## config.mk

```make
export PLATFORM = sky130hd
export DESIGN_NAME = irq_bank_alloc
export DESIGN_NICKNAME = d
export VERILOG_FILES = /design/src/rtl/irq_bank_pkg.sv /design/src/rtl/ibk_decide.sv /design/src/rtl/ibk_lvl_stack.sv /design/src/rtl/ibk_ptr.sv /design/src/rtl/irq_bank_alloc.sv
export SDC_FILE = /design/constraint.sdc
export NUM_CORES = 1
export LEC_CHECK = 0
export CAP_MARGIN = 15
export CORE_MARGIN = 2
export CORE_UTILIZATION = 40
export DETAILED_ROUTE_END_ITERATION = 16
export DONT_BUFFER_PORTS = 1
export HOLD_SLACK_MARGIN = 0.08
export SYNTH_ARGS = -nofsm -noshare
export SYNTH_HDL_FRONTEND = slang
export SYNTH_HIERARCHICAL = 1
export SYNTH_SLANG_ARGS = --single-unit
```

## constraint.sdc

```tcl
create_clock -name clk_i -period 3.6 [get_ports clk_i]
set_clock_uncertainty 0.05 [all_clocks]
set_input_delay 0.54 -clock clk_i [delete_from_list [all_inputs] [get_ports clk_i]]
set_output_delay 0.54 -clock clk_i [all_outputs]
set_load 0.02 [all_outputs]
```

## src/rtl/irq_bank_pkg.sv

```systemverilog
package irq_bank_pkg;
  typedef enum logic [1:0] {
    EK_IRQ      = 2'b00,
    EK_NMI      = 2'b01,
    EK_ADDR_ERR = 2'b10,
    EK_INSTR    = 2'b11
  } entry_kind_e;

  typedef struct packed {
    logic bank;   // save into next bank
    logic fb;     // banks full, stack fallback
    logic ovf;    // banks full, overflow exception
    logic push;   // record a nesting level
  } entry_dec_t;
endpackage

```

## src/rtl/ibk_decide.sv

```systemverilog
module ibk_decide
  import irq_bank_pkg::*;
#(
  parameter int NUM_BANKS = 15,
  localparam int PTR_W = $clog2(NUM_BANKS + 1)
) (
  input  logic             entry_valid_i,
  input  entry_kind_e      entry_kind_i,
  input  logic             bank_en_i,
  input  logic             ovf_exc_en_i,
  input  logic [PTR_W-1:0] ptr_i,
  output entry_dec_t       dec_o
);
  logic is_irq, full;

  always_comb begin
    is_irq    = entry_valid_i && (entry_kind_i == EK_IRQ);
    full      = (ptr_i == PTR_W'(NUM_BANKS));
    dec_o.bank = is_irq && bank_en_i && !full;
    dec_o.fb   = is_irq && bank_en_i && full && !ovf_exc_en_i;
    dec_o.ovf  = is_irq && bank_en_i && full && ovf_exc_en_i;
    dec_o.push = is_irq && !dec_o.ovf;
  end
endmodule

```

## src/rtl/ibk_lvl_stack.sv

```systemverilog
module ibk_lvl_stack #(
  parameter int LVL_DEPTH = 32,
  localparam int LVL_W = $clog2(LVL_DEPTH + 1)
) (
  input  logic clk_i,
  input  logic rst_ni,
  input  logic push_i,
  input  logic push_bank_i,
  input  logic pop_i,
  output logic empty_o,
  output logic top_bank_o
);
  logic [LVL_W-1:0]     depth_q;
  logic [LVL_DEPTH-1:0] flag_q;
  logic                 full;

  assign empty_o = (depth_q == '0);
  assign full    = (depth_q == LVL_W'(LVL_DEPTH));

  always_ff @(posedge clk_i or negedge rst_ni) begin
    if (!rst_ni) depth_q <= '0;
    else if (push_i && !full) depth_q <= depth_q + 1'b1;
    else if (pop_i && !empty_o) depth_q <= depth_q - 1'b1;
  end

  for (genvar g = 0; g < LVL_DEPTH; g++) begin : g_lvl
    always_ff @(posedge clk_i or negedge rst_ni) begin
      if (!rst_ni) flag_q[g] <= 1'b0;
      else if (push_i && depth_q == LVL_W'(g)) flag_q[g] <= push_bank_i;
    end
  end

  always_comb begin
    top_bank_o = 1'b0;
    for (int i = 0; i < LVL_DEPTH; i++)
      if (depth_q == LVL_W'(i + 1)) top_bank_o = flag_q[i];
  end

  // a pop never runs below an empty stack
  a_r8_no_pop_empty: assert property (@(posedge clk_i) disable iff (!rst_ni)
    empty_o && pop_i |=> empty_o);
  a_r10_no_push_pop: assert property (@(posedge clk_i) disable iff (!rst_ni)
    !(push_i && pop_i));
endmodule

```

## src/rtl/ibk_ptr.sv

```systemverilog
module ibk_ptr #(
  parameter int NUM_BANKS = 15,
  localparam int PTR_W = $clog2(NUM_BANKS + 1)
) (
  input  logic             clk_i,
  input  logic             rst_ni,
  input  logic             inc_i,
  input  logic             dec_i,
  output logic [PTR_W-1:0] ptr_o
);
  always_ff @(posedge clk_i or negedge rst_ni) begin
    if (!rst_ni) ptr_o <= '0;
    else if (inc_i) ptr_o <= ptr_o + 1'b1;
    else if (dec_i) ptr_o <= ptr_o - 1'b1;
  end

  a_r2_no_inc_full: assert property (@(posedge clk_i) disable iff (!rst_ni)
    inc_i |-> ptr_o < PTR_W'(NUM_BANKS));
  a_r7_no_dec_zero: assert property (@(posedge clk_i) disable iff (!rst_ni)
    dec_i |-> ptr_o != '0);
  a_r1_ptr_range: assert property (@(posedge clk_i) disable iff (!rst_ni)
    ptr_o <= PTR_W'(NUM_BANKS));
endmodule

```

## src/rtl/irq_bank_alloc.sv

```systemverilog
module irq_bank_alloc
  import irq_bank_pkg::*;
#(
  parameter int NUM_BANKS = 15,
  parameter int LVL_DEPTH = 32,
  parameter int VEC_W     = 10,
  localparam int PTR_W    = $clog2(NUM_BANKS + 1),
  localparam int BANK_W   = $clog2(NUM_BANKS)
) (
  input  logic              clk_i,
  input  logic              rst_ni,
  input  logic              entry_valid_i,
  input  logic [1:0]        entry_kind_i,
  input  logic [VEC_W-1:0]  entry_vec_i,
  input  logic              bank_en_i,
  input  logic              ovf_exc_en_i,
  input  logic              restore_i,
  output logic              save_o,
  output logic [BANK_W-1:0] save_bank_o,
  output logic [VEC_W-1:0]  save_vec_o,
  output logic              stack_fb_o,
  output logic              ovf_exc_o,
  output logic              restore_o,
  output logic [BANK_W-1:0] restore_bank_o,
  output logic              restore_err_o,
  output logic [PTR_W-1:0]  bank_ptr_o
);
  entry_dec_t       dec;
  logic             pop_req, lvl_empty, top_bank, do_rst_bank, do_err;
  logic [PTR_W-1:0] ptr_m1;

  ibk_decide #(.NUM_BANKS(NUM_BANKS)) u_decide (
    .entry_valid_i(entry_valid_i),
    .entry_kind_i (entry_kind_e'(entry_kind_i)),
    .bank_en_i    (bank_en_i),
    .ovf_exc_en_i (ovf_exc_en_i),
    .ptr_i        (bank_ptr_o),
    .dec_o        (dec)
  );

  // entry wins over a colliding restore
  assign pop_req     = restore_i && !entry_valid_i;
  assign do_rst_bank = pop_req && !lvl_empty && top_bank;
  assign do_err      = pop_req && lvl_empty;
  assign ptr_m1      = bank_ptr_o - 1'b1;

  ibk_lvl_stack #(.LVL_DEPTH(LVL_DEPTH)) u_lvl (
    .clk_i      (clk_i),
    .rst_ni     (rst_ni),
    .push_i     (dec.push),
    .push_bank_i(dec.bank),
    .pop_i      (pop_req),
    .empty_o    (lvl_empty),
    .top_bank_o (top_bank)
  );

  ibk_ptr #(.NUM_BANKS(NUM_BANKS)) u_ptr (
    .clk_i (clk_i),
    .rst_ni(rst_ni),
    .inc_i (dec.bank),
    .dec_i (do_rst_bank),
    .ptr_o (bank_ptr_o)
  );

  always_ff @(posedge clk_i or negedge rst_ni) begin
    if (!rst_ni) begin
      save_o         <= 1'b0;
      save_bank_o    <= '0;
      save_vec_o     <= '0;
      stack_fb_o     <= 1'b0;
      ovf_exc_o      <= 1'b0;
      restore_o      <= 1'b0;
      restore_bank_o <= '0;
      restore_err_o  <= 1'b0;
    end else begin
      save_o        <= dec.bank;
      stack_fb_o    <= dec.fb;
      ovf_exc_o     <= dec.ovf;
      restore_o     <= do_rst_bank;
      restore_err_o <= do_err;
      if (dec.bank) begin
        save_bank_o <= BANK_W'(bank_ptr_o);
        save_vec_o  <= entry_vec_i;
      end
      if (do_rst_bank) restore_bank_o <= BANK_W'(ptr_m1);
    end
  end

  a_r3_nonmask_quiet: assert property (@(posedge clk_i) disable iff (!rst_ni)
    entry_valid_i && entry_kind_i != 2'b00 |=>
      !save_o && !stack_fb_o && !ovf_exc_o && bank_ptr_o == $past(bank_ptr_o));
  a_r4_disabled_quiet: assert property (@(posedge clk_i) disable iff (!rst_ni)
    entry_valid_i && !bank_en_i |=> !save_o && !stack_fb_o && !ovf_exc_o);
  a_r2_save_inc: assert property (@(posedge clk_i) disable iff (!rst_ni)
    entry_valid_i && entry_kind_i == 2'b00 && bank_en_i &&
    bank_ptr_o < PTR_W'(NUM_BANKS) |=>
      save_o && bank_ptr_o == $past(bank_ptr_o) + 1'b1);
  a_r5_fallback: assert property (@(posedge clk_i) disable iff (!rst_ni)
    entry_valid_i && entry_kind_i == 2'b00 && bank_en_i && !ovf_exc_en_i &&
    bank_ptr_o == PTR_W'(NUM_BANKS) |=> stack_fb_o && $stable(bank_ptr_o));
  a_r6_no_overflow: assert property (@(posedge clk_i) disable iff (!rst_ni)
    entry_valid_i && entry_kind_i == 2'b00 && bank_en_i && ovf_exc_en_i &&
    bank_ptr_o == PTR_W'(NUM_BANKS) |=> ovf_exc_o && $stable(bank_ptr_o));
  a_r9_err_zero: assert property (@(posedge clk_i) disable iff (!rst_ni)
    restore_err_o |-> bank_ptr_o == '0);
  a_r10_entry_wins: assert property (@(posedge clk_i) disable iff (!rst_ni)
    entry_valid_i && restore_i |=> !restore_o && !restore_err_o);
  a_r11_onehot: assert property (@(posedge clk_i) disable iff (!rst_ni)
    $onehot0({save_o, stack_fb_o, ovf_exc_o, restore_o, restore_err_o}));
endmodule

```

==> flow_metrics.tcl, run 1 <==
set metrics [dict create \
    ys_warn_count 6 \
    cts_resized 0 \
    outcome "complete, no violations" \
    fin_crit_sh 0.8673 \
    start_util 0.4076 \
    drive_above_1_share 0.2282 \
    synth_nets 358 \
    die_w_um 97.81 \
    vias_per_cell 5.553 \
    core_area_mm2 0.008636 \
    antenna_found_initial 0 \
    firstDrtPassIters 5 \
    synth_seq_cells 65 \
    max_clock_freq_mhz 320.3 \
    period_needed_ns 3.122 \
    leakagePower_uw 0.001643 \
    synthArstFlopShare 1.000 \
    grt_pass1_vias 2538 \
    nets 355 \
    total_power_uw 2729 \
    wl_mm 7.483 \
    synthCells 331 \
    netlist_area_mm2 0.003520 \
    cp.required_ns 3.79 \
    cts_tree "built" \
    die-area_mm2 0.009566 \
    vias 2449 \
    worstSetupPathType "reg2reg" \
    cp-end-kind "flop" \
    met3_usage 0.04868 \
    rrSetupSlack_ns 0.48 \
    detail-route-antenna-nets 0 \
    worstPathMaxFanout 19 \
    powerDensity_mw_per_mm2 716.4 \
    grtUsageTotal 0.1675 \
    cts.clk_slew.worst_paths_ns 0.08 \
    drc 0 \
    worstHoldPathType "in2reg" \
    top_usage_layer "met2" \
    root_buffer "clkbuf_8" \
    port_buffers 0 \
    htreeDepth 3 \
    diodes 0 \
    place_inst 423 \
    tns_ns 0 \
    num_rows 34 \
    critPathArrivalTime_ns 3.31 \
    hold_viol 0 \
    relSlewSlack 0.5862 \
    grt_overflow 0 \
    numCtsBuffers 9 \
    critical_path.startpoint_type "flop" \
    io_pins 45 \
    clock_sinks 65 \
    dp_hpwl_mm 5.057 \
    die_h_um 97.81 \
    clockBufferDepth 2 \
    synthToLayoutAreaGrowth_pct 8.212 \
    synth_edf_count 0 \
    gp_congestion 0.8362 \
    stdcell_count 441 \
    worst_pin_slew_ns 0.6208 \
    synth_flop_cell "dfrtp_1" \
    netlist-cell-type-count 61 \
    setup_viol 0 \
    grt_first_pass_wirelength_mm 12.79 \
    layout_common_cells "65 x dfrtp_1, 45 x mux2_2, 37 x nor2_1" \
    ctsHoldBuffers 2 \
    yosysSeqAreaShare 0.4621 \
    timing.hold.ws_ns 0.2163 \
    met2_usage 0.2541 \
    final_common_cell "dfrtp_1" \
    rsz0062_at_grt "false" \
    insertion_delay_ns 0.35 \
    drt_iter0_drc 156 \
    grt_max_degree 66 \
    ir_drop_mv 0.4041 \
    use_met1 0.2273 \
    avgRoutedWirePerCell_um 16.97 \
    syn_avg_cell_area_um2 10.63 \
    post-cts-setup-buffers 0 \
    maxSlewViolCount 0 \
    drv_cap 0 \
]
[synthesized netlist by cell type, types with 3 or more instances]
cell,number,area (um2)
clkbuf_1,14,52.55
xnor2_1,8,70.07
nand3_1,4,20.02
o21ai_0,9,45.04
a21oi_1,10,50.05
nand4bb_1,3,33.78
dfrtp_1,65,1627
a31oi_1,3,18.77
a211o_1,3,26.28
mux2_2,45,506.7
nor3b_1,3,22.52
nor3_1,7,35.03
nand2b_1,6,37.54
buf_2,4,20.02
inv_1,13,48.80
and3_1,3,18.77
nor2b_1,10,62.56
nand2_1,21,78.83
buf_6,3,33.78
nor2_1,38,142.6
ha_1,8,100.1
[worst max-delay path, stage by stage, from the launching register on]
cell,delay (ns)
dfrtp_1,0.43
inv_1,0.12
ha_1,0.56
nor2b_1,0.17
a221oi_1,0.29
o2bb2ai_1,0.11
nor3_1,0.16
o21ai_1,0.14
o21ba_1,0.18
nand4bb_1,0.12
inv_1,0.08
nor2_1,0.23
mux2_2,0.37
[per-layer routing]
metal,up-vias,routed length [um]
li1,1169,-
met5,-,0
met2,72,3401
met4,0,78
met3,8,438
met1,1200,3564
[path summary, 6_finish.rpt]
kind                                              start                           end  cells after the start
setup / recovery           u_lvl/depth_q[1]$_DFFE_PN0P_    u_ptr/ptr_o[1]$_DFFE_PN0P_                     12
hold / removal                             ovf_exc_en_i          stack_fb_o$_DFF_PN0_                      1
setup reg to reg           u_lvl/depth_q[1]$_DFFE_PN0P_    u_ptr/ptr_o[1]$_DFFE_PN0P_                     12
hold reg to reg            u_lvl/flag_q[15]$_DFFE_PN0P_  u_lvl/flag_q[15]$_DFFE_PN0P_                      1
max in group asynchronous                        rst_ni  u_lvl/flag_q[21]$_DFFE_PN0P_                      2
min in group asynchronous                        rst_ni          stack_fb_o$_DFF_PN0_                      2
[logic make-up (layout without fill, tap and decap cells)]
family                     after synthesis  in the layout  share of synthesized area
DFF                                     65             65                     0.4621
buffers and inverters                   34             36                    0.04408
adders and majority gates                9              9                    0.03413
muxes                                   45             45                     0.1440
and+or+nand+nor                        113            113                     0.1745
xor gates and xnor gates                 9              9                    0.02240
AOI/OAI and AO/OA                       56             56                     0.1187
[through the flow]
stage                 util  area (um2)  worst slack (ns)
finish              0.4410        3809            0.4776
floorplan                -        3520            0.7763
CTS                 0.4410        3809            0.5028
global route        0.4410        3809            0.2478
global placement    0.4161        3593            0.5720
detailed placement  0.4161        3593            0.5109
[power breakdown]
group	leakage, uW	total, uW	internal (uW)	switching, uW
registers	0.000845	1240	887	349
logic	0.000715	941	426	516
clock network	0.0000839	552	258	295
total	0.00164	2730	1570	1160
[state kept, by name, indices dropped and copies added, names as in the netlist]
signal and cells:
restore_bank_o 4, save_vec_o 10, restore_o 1, restore_err_o 1
save_o 1, ovf_exc_o 1, save_bank_o 4, stack_fb_o 1
u_ptr/ptr_o 4, u_lvl/flag_q 32, u_lvl/depth_q 6
[final cells by class]
| cell class | instances | area, um2 |
|---|---|---|
| fillers | 830 | 4827 |
| clock buffers | 10 | 127.6 |
| clock inverters | 6 | 50.05 |
| flip-flops and latches | 65 | 1627 |
| well taps | 108 | 135.1 |
| multi-input cells | 232 | 1745 |
| inverters | 13 | 48.80 |
| repair buffers | 7 | 75.07 |
No activity file was read; power rests on OpenSTA's default activity.
==> inputs of run 2 (changes only) <==
PLACE_DENSITY = 0.63   (was unset)
==> run 2 against run 1 <==
Net effect:
- sequential cell count is the same
- sequential power about the same
- wire length fell by 0.90%
- die area is the same
- cell area is 0.72% higher
- non-clock buffer count decreased by 3
- largest power group unchanged
- highest routed layer unchanged
==> flow_metrics.tcl, run 2 (synthesized netlist as in run 1, its figures left out) <==
set metrics [dict create \
    outcome "complete, no violations" \
    p_switching_uw 1157 \
    rsz0062_at_grt "false" \
    grt_pass1_vias 2530 \
    largest_reg_flops 32 \
    clock_sinks 65 \
    setup_viol 0 \
    vias 2450 \
    worst_pin_slew_ns 0.8251 \
    drv_cap 0 \
    num_rows 34 \
    critPathArrivalTime_ns 3.41 \
    root_buffer "clkbuf_8" \
    numCtsBuffers 9 \
    port_buffers 0 \
    worstHoldPathType "in2reg" \
    maxSlewViolCount 0 \
    dp_slack_ns 0.3969 \
    vias_per_cell 5.594 \
    reg_top3 "u_lvl/flag_q: 32 flops, save_vec_o: 10 flops, u_lvl/depth_q: 6 flops" \
    start_util 0.4076 \
    cp-end-kind "flop" \
    firstDrtPassIters 4 \
    critical_path.startpoint_type "flop" \
    relSlewSlack 0.4474 \
    grt_first_pass_wirelength_mm 12.68 \
    use_met1 0.2270 \
    cp.required_ns 3.78 \
    worst_slack_ns 0.3709 \
    gp_congestion 0.8381 \
    worstSetupPathType "reg2reg" \
    combPwrFrac 0.316 \
    drc 0 \
    detail-route-antenna-nets 0 \
    powerDensity_mw_per_mm2 747.3 \
    met3_usage 0.05225 \
    period_needed_ns 3.229 \
    power.internal_uw 1710 \
    clockBufferDepth 2 \
    leakagePower_uw 0.001657 \
    grt_max_degree 66 \
    core_area_mm2 0.008636 \
    die-area_mm2 0.009566 \
    die_h_um 97.81 \
    hold_viol 0 \
    total_power_uw 2867 \
    largest_register "u_lvl/flag_q" \
    met2_usage 0.2483 \
    htreeDepth 3 \
    antenna_found_initial 0 \
    p_clk_frac 0.247 \
    grtUsageTotal 0.1665 \
    grt_overflow 0 \
    ir_drop_mv 0.4054 \
    cts.clk_slew.worst_paths_ns 0.08 \
    top_usage_layer "met2" \
    nets 352 \
    layout_common_cells "65 x dfrtp_1, 45 x mux2_2, 37 x nor2_1" \
    max_clock_freq_mhz 309.7 \
    worstPathMaxFanout 18 \
    drive_above_1_share 0.2242 \
    tns_ns 0 \
    final_common_cell "dfrtp_1" \
    cts_tree "built" \
    drt_iter0_drc 129 \
    fin_crit_sh 0.8970 \
    synthToLayoutAreaGrowth_pct 8.994 \
    die_w_um 97.81 \
    dp_hpwl_mm 4.779 \
    p_sw_frac 0.4034 \
    avgRoutedWirePerCell_um 16.93 \
    seq_power_share 0.437 \
    wl_mm 7.416 \
    io_pins 45 \
    insertion_delay_ns 0.34 \
    diodes 0 \
]
-- run 2: cell count changes in the layout (fill, tap and decap cells not counted), sizes merged --
cell / previous run / this run
buf: 6 / 3
clkinv: 1 / 2
inv: 16 / 14
bufinv: 0 / 2
clkinvlp: 2 / 1
-- run 2: area by class of cell --
class | instances | area [um2]
Clock inverter | 6 | 90.09
Fill cell | 841 | 4800
Tap cell | 108 | 135.1
Timing Repair Buffer | 4 | 52.55
Inverter | 13 | 48.80
Multi-Input combinational cell | 232 | 1745
Sequential cell | 65 | 1627
Clock buffer | 10 | 137.6
-- run 2: per-layer routing --
metal | up-vias | wire length (um)
li1 | 1164 | -
met2 | 61 | 3419
met4 | 0 | 87
met3 | 7 | 381
met1 | 1218 | 3527
met5 | - | 0
-- run 2: final timing paths --
path                                               from                            to  slack [ns]  cells after the start
setup / recovery           u_lvl/depth_q[0]$_DFFE_PN0P_    u_ptr/ptr_o[1]$_DFFE_PN0P_        0.37                     12
hold / removal                             ovf_exc_en_i          stack_fb_o$_DFF_PN0_        0.21                      1
setup reg to reg           u_lvl/depth_q[0]$_DFFE_PN0P_    u_ptr/ptr_o[1]$_DFFE_PN0P_        0.37                     12
hold reg to reg            u_lvl/flag_q[21]$_DFFE_PN0P_  u_lvl/flag_q[21]$_DFFE_PN0P_        0.46                      1
max in group asynchronous                        rst_ni  u_lvl/flag_q[20]$_DFFE_PN0P_        2.50                      2
min in group asynchronous                        rst_ni  u_lvl/flag_q[22]$_DFFE_PN0P_        0.72                      2
-- run 2: power groups by stage --
| stage | Combinational [uW] | Clock (uW) | Sequential [uW] |
|---|---|---|---|
| floorplan | 802 | 0 | 1150 |
| global placement | 864 | 0 | 1260 |
| detailed placement | 883 | 0 | 1260 |
| CTS | 905 | 725 | 1250 |
| global route | 1020 | 756 | 1290 |
| finish | 906 | 708 | 1250 |
-- run 2: what timing repair did --
item / CTS / global route
gates resized for setup: 0 / 0
endpoints found under the hold margin: 65 / 0
setup buffers: 0 / 0
hold buffers: 2 / 0
-- run 2: worst max-delay path: stages, from the launching register on --
cell and delay, ns:
dfrtp_1 0.45, inv_1 0.13, ha_1 0.59, nand2b_1 0.22
or3_1 0.39, o221ai_1 0.08, nor3_1 0.09, o221ai_1 0.13
o21ba_1 0.17, nand4bb_1 0.13, inv_1 0.09, nor2_1 0.23
mux2_2 0.37
-- run 2: stage by stage --
step                      instance area (um2)    util  std cells  hold slack [ns]
final                                    3836  0.4442        438           0.2142
after global routing                     3836  0.4442        438           0.1861
after CTS                                3836  0.4442        438           0.1986
after detailed placement                 3571  0.4135        420           0.1978
after global placement                   3571  0.4135        420           0.1980
after floorplan                          3520       -        331           0.1944
==> inputs of run 3 (changes only) <==
CORE_UTILIZATION = 41   (was 40)
GPL_TIMING_DRIVEN = 0   (was unset)
PLACE_DENSITY = 0.64   (was 0.63)
==> run 3 against run 2 <==
Net effect:
- total power is 0.53% lower
- clock power shrank 11%
- via count increased by 3.3%
- global-route usage rose by 0.64 points
- first-iteration DRC count is 98% higher
- register-to-register slack worse by 0.09 ns
- cell area rose by 1.7%
- worst hold slack lost 0.015 ns
- non-clock buffer count increased by 19
- final cell count grew 3.7%
- setup slack lost 0.094 ns
==> flow_metrics.tcl, run 3 (synthesized netlist as in run 1, its figures left out) <==
set metrics [dict create \
    outcome "complete, no violations" \
    vias 2531 \
    vias_per_cell 5.575 \
    gp_congestion 0.8707 \
    dp_hpwl_mm 5.160 \
    combPwrFrac 0.363 \
    rrSetupSlack_ns 0.28 \
    worst_pin_slew_ns 0.5220 \
    drv_cap 0 \
    drc 0 \
    firstDrtPassIters 4 \
    largest_register "u_lvl/flag_q" \
    synthToLayoutAreaGrowth_pct 10.81 \
    clock_sinks 65 \
    final_common_cell "dfrtp_1" \
    cp-end-kind "flop" \
    nFillCells 777 \
    p_sw_frac 0.4183 \
    die-area_mm2 0.009341 \
    die_w_um 96.65 \
    die_h_um 96.65 \
    worstSetupPathType "reg2reg" \
    ir_drop_mv 0.4384 \
    p_clk_frac 0.220 \
    period_needed_ns 3.323 \
    grt_overflow 0 \
    seq_power_share 0.417 \
    tns_ns 0 \
    worstHoldPathType "in2reg" \
    cts.clk_slew.worst_paths_ns 0.08 \
    antenna_found_initial 0 \
    grt_max_degree 66 \
    rsz0062_at_grt "false" \
    port_buffers 0 \
    fin_crit_sh 0.9230 \
    p_switching_uw 1193 \
    critical_path.startpoint_type "flop" \
    reg_top3 "u_lvl/flag_q: 32 flops, save_vec_o: 10 flops, u_lvl/depth_q: 6 flops" \
    htreeDepth 3 \
    final_core_util 0.4723 \
    start_util 0.4262 \
    ff_latch_area_mm2 0.001627 \
    layout_common_cells "65 x dfrtp_1, 45 x mux2_2, 38 x nor2_1" \
    avgRoutedWirePerCell_um 16.93 \
    nets 371 \
    drt_iter0_drc 256 \
    diodes 0 \
    core_area_mm2 0.008258 \
    powerDensity_mw_per_mm2 731.2 \
    clockBufferDepth 2 \
    critPathArrivalTime_ns 3.52 \
    leakagePower_uw 0.001696 \
    grt_first_pass_wirelength_mm 12.97 \
    cp.required_ns 3.79 \
    drive_above_1_share 0.2321 \
    maxSlewViolCount 0 \
    top_layer "met4" \
    setup_viol 0 \
    grt_pass1_vias 2543 \
    hold_viol 0 \
    relSlewSlack 0.6520 \
    grtUsageTotal 0.1728 \
    largest_reg_flops 32 \
    worstPathMaxFanout 10 \
    root_buffer "clkbuf_8" \
    power.internal_uw 1659 \
    detail-route-antenna-nets 0 \
    wl_mm 7.687 \
    numCtsBuffers 9 \
    wirelength_met1_mm 3.508 \
    met3WireLength_um 486 \
    multi_input_area_mm2 0.001738 \
    io_pins 45 \
    cts_tree "built" \
    met2RoutedLength_mm 3.565 \
    insertion_delay_ns 0.35 \
    num_rows 33 \
    max_clock_freq_mhz 301.0 \
]
## run 3: per-stage QoR
step	instance area, um2	power, uW	hold WS, ns	setup slack [ns]	instances
after detailed placement	3651	2203	0.1976	0.1661	436
after CTS	3890	2859	0.1874	0.1229	454
after global placement	3651	2179	0.1981	0.1879	436
after global routing	3900	3052	0.1883	0.04137	454
final	3900	2852	0.1988	0.2772	454
after floorplan	3520	1951	0.1944	0.7763	331
## run 3: final timing paths
| check | cells past startpoint | from | endpoint |
|---|---|---|---|
| max | 12 | u_lvl/depth_q[0]$_DFFE_PN0P_ | u_ptr/ptr_o[1]$_DFFE_PN0P_ |
| min | 1 | ovf_exc_en_i | stack_fb_o$_DFF_PN0_ |
| max reg2reg | 12 | u_lvl/depth_q[0]$_DFFE_PN0P_ | u_ptr/ptr_o[1]$_DFFE_PN0P_ |
| min reg2reg | 1 | u_lvl/flag_q[27]$_DFFE_PN0P_ | u_lvl/flag_q[27]$_DFFE_PN0P_ |
| max in group asynchronous | 2 | rst_ni | u_lvl/depth_q[4]$_DFFE_PN0P_ |
| min in group asynchronous | 2 | rst_ni | save_vec_o[7]$_DFFE_PN0P_ |
## run 3: layout make-up
class                   instances  area share
clock buffers                   9     0.03176
flip-flops and latches         65      0.4171
inverters                      13     0.01251
clock inverters                 7     0.01989
repair buffers                  3     0.01251
well taps                     105     0.03369
plain buffers                  20     0.02695
multi-input cells             232      0.4456
## run 3: layer usage
metal	vias to the layer above	track usage
li1	1201	-
met1	1234	0.2364
met2	82	0.2644
met3	14	0.04335
met4	0	0.06826
met5	-	0
## run 3: timing repair
| action | in CTS | in global routing |
|---|---|---|
| endpoints found under the hold margin | 65 | 0 |
| gates resized for setup | 0 | 4 |
| setup endpoints to repair | 0 | 2 |
| buffers inserted | 0 | 0 |
| hold buffers | 2 | 0 |
## run 3: power groups by stage
stage	clock, uW	sequential [uW]	combinational (uW)
detailed placement	0	1200	999
floorplan	0	1150	802
finish	628	1190	1040
global placement	0	1200	980
global route	684	1220	1150
CTS	644	1190	1020
## run 3: worst max-delay path: stages, from the launching register on
cell	delay, ns
dfrtp_1	0.45
ha_1	0.34
clkbuf_1	0.43
inv_1	0.20
o32ai_1	0.30
o32a_1	0.20
o21ai_1	0.08
o21ba_1	0.19
nand4bb_1	0.09
buf_2	0.19
inv_1	0.09
nor2_1	0.23
mux2_2	0.37
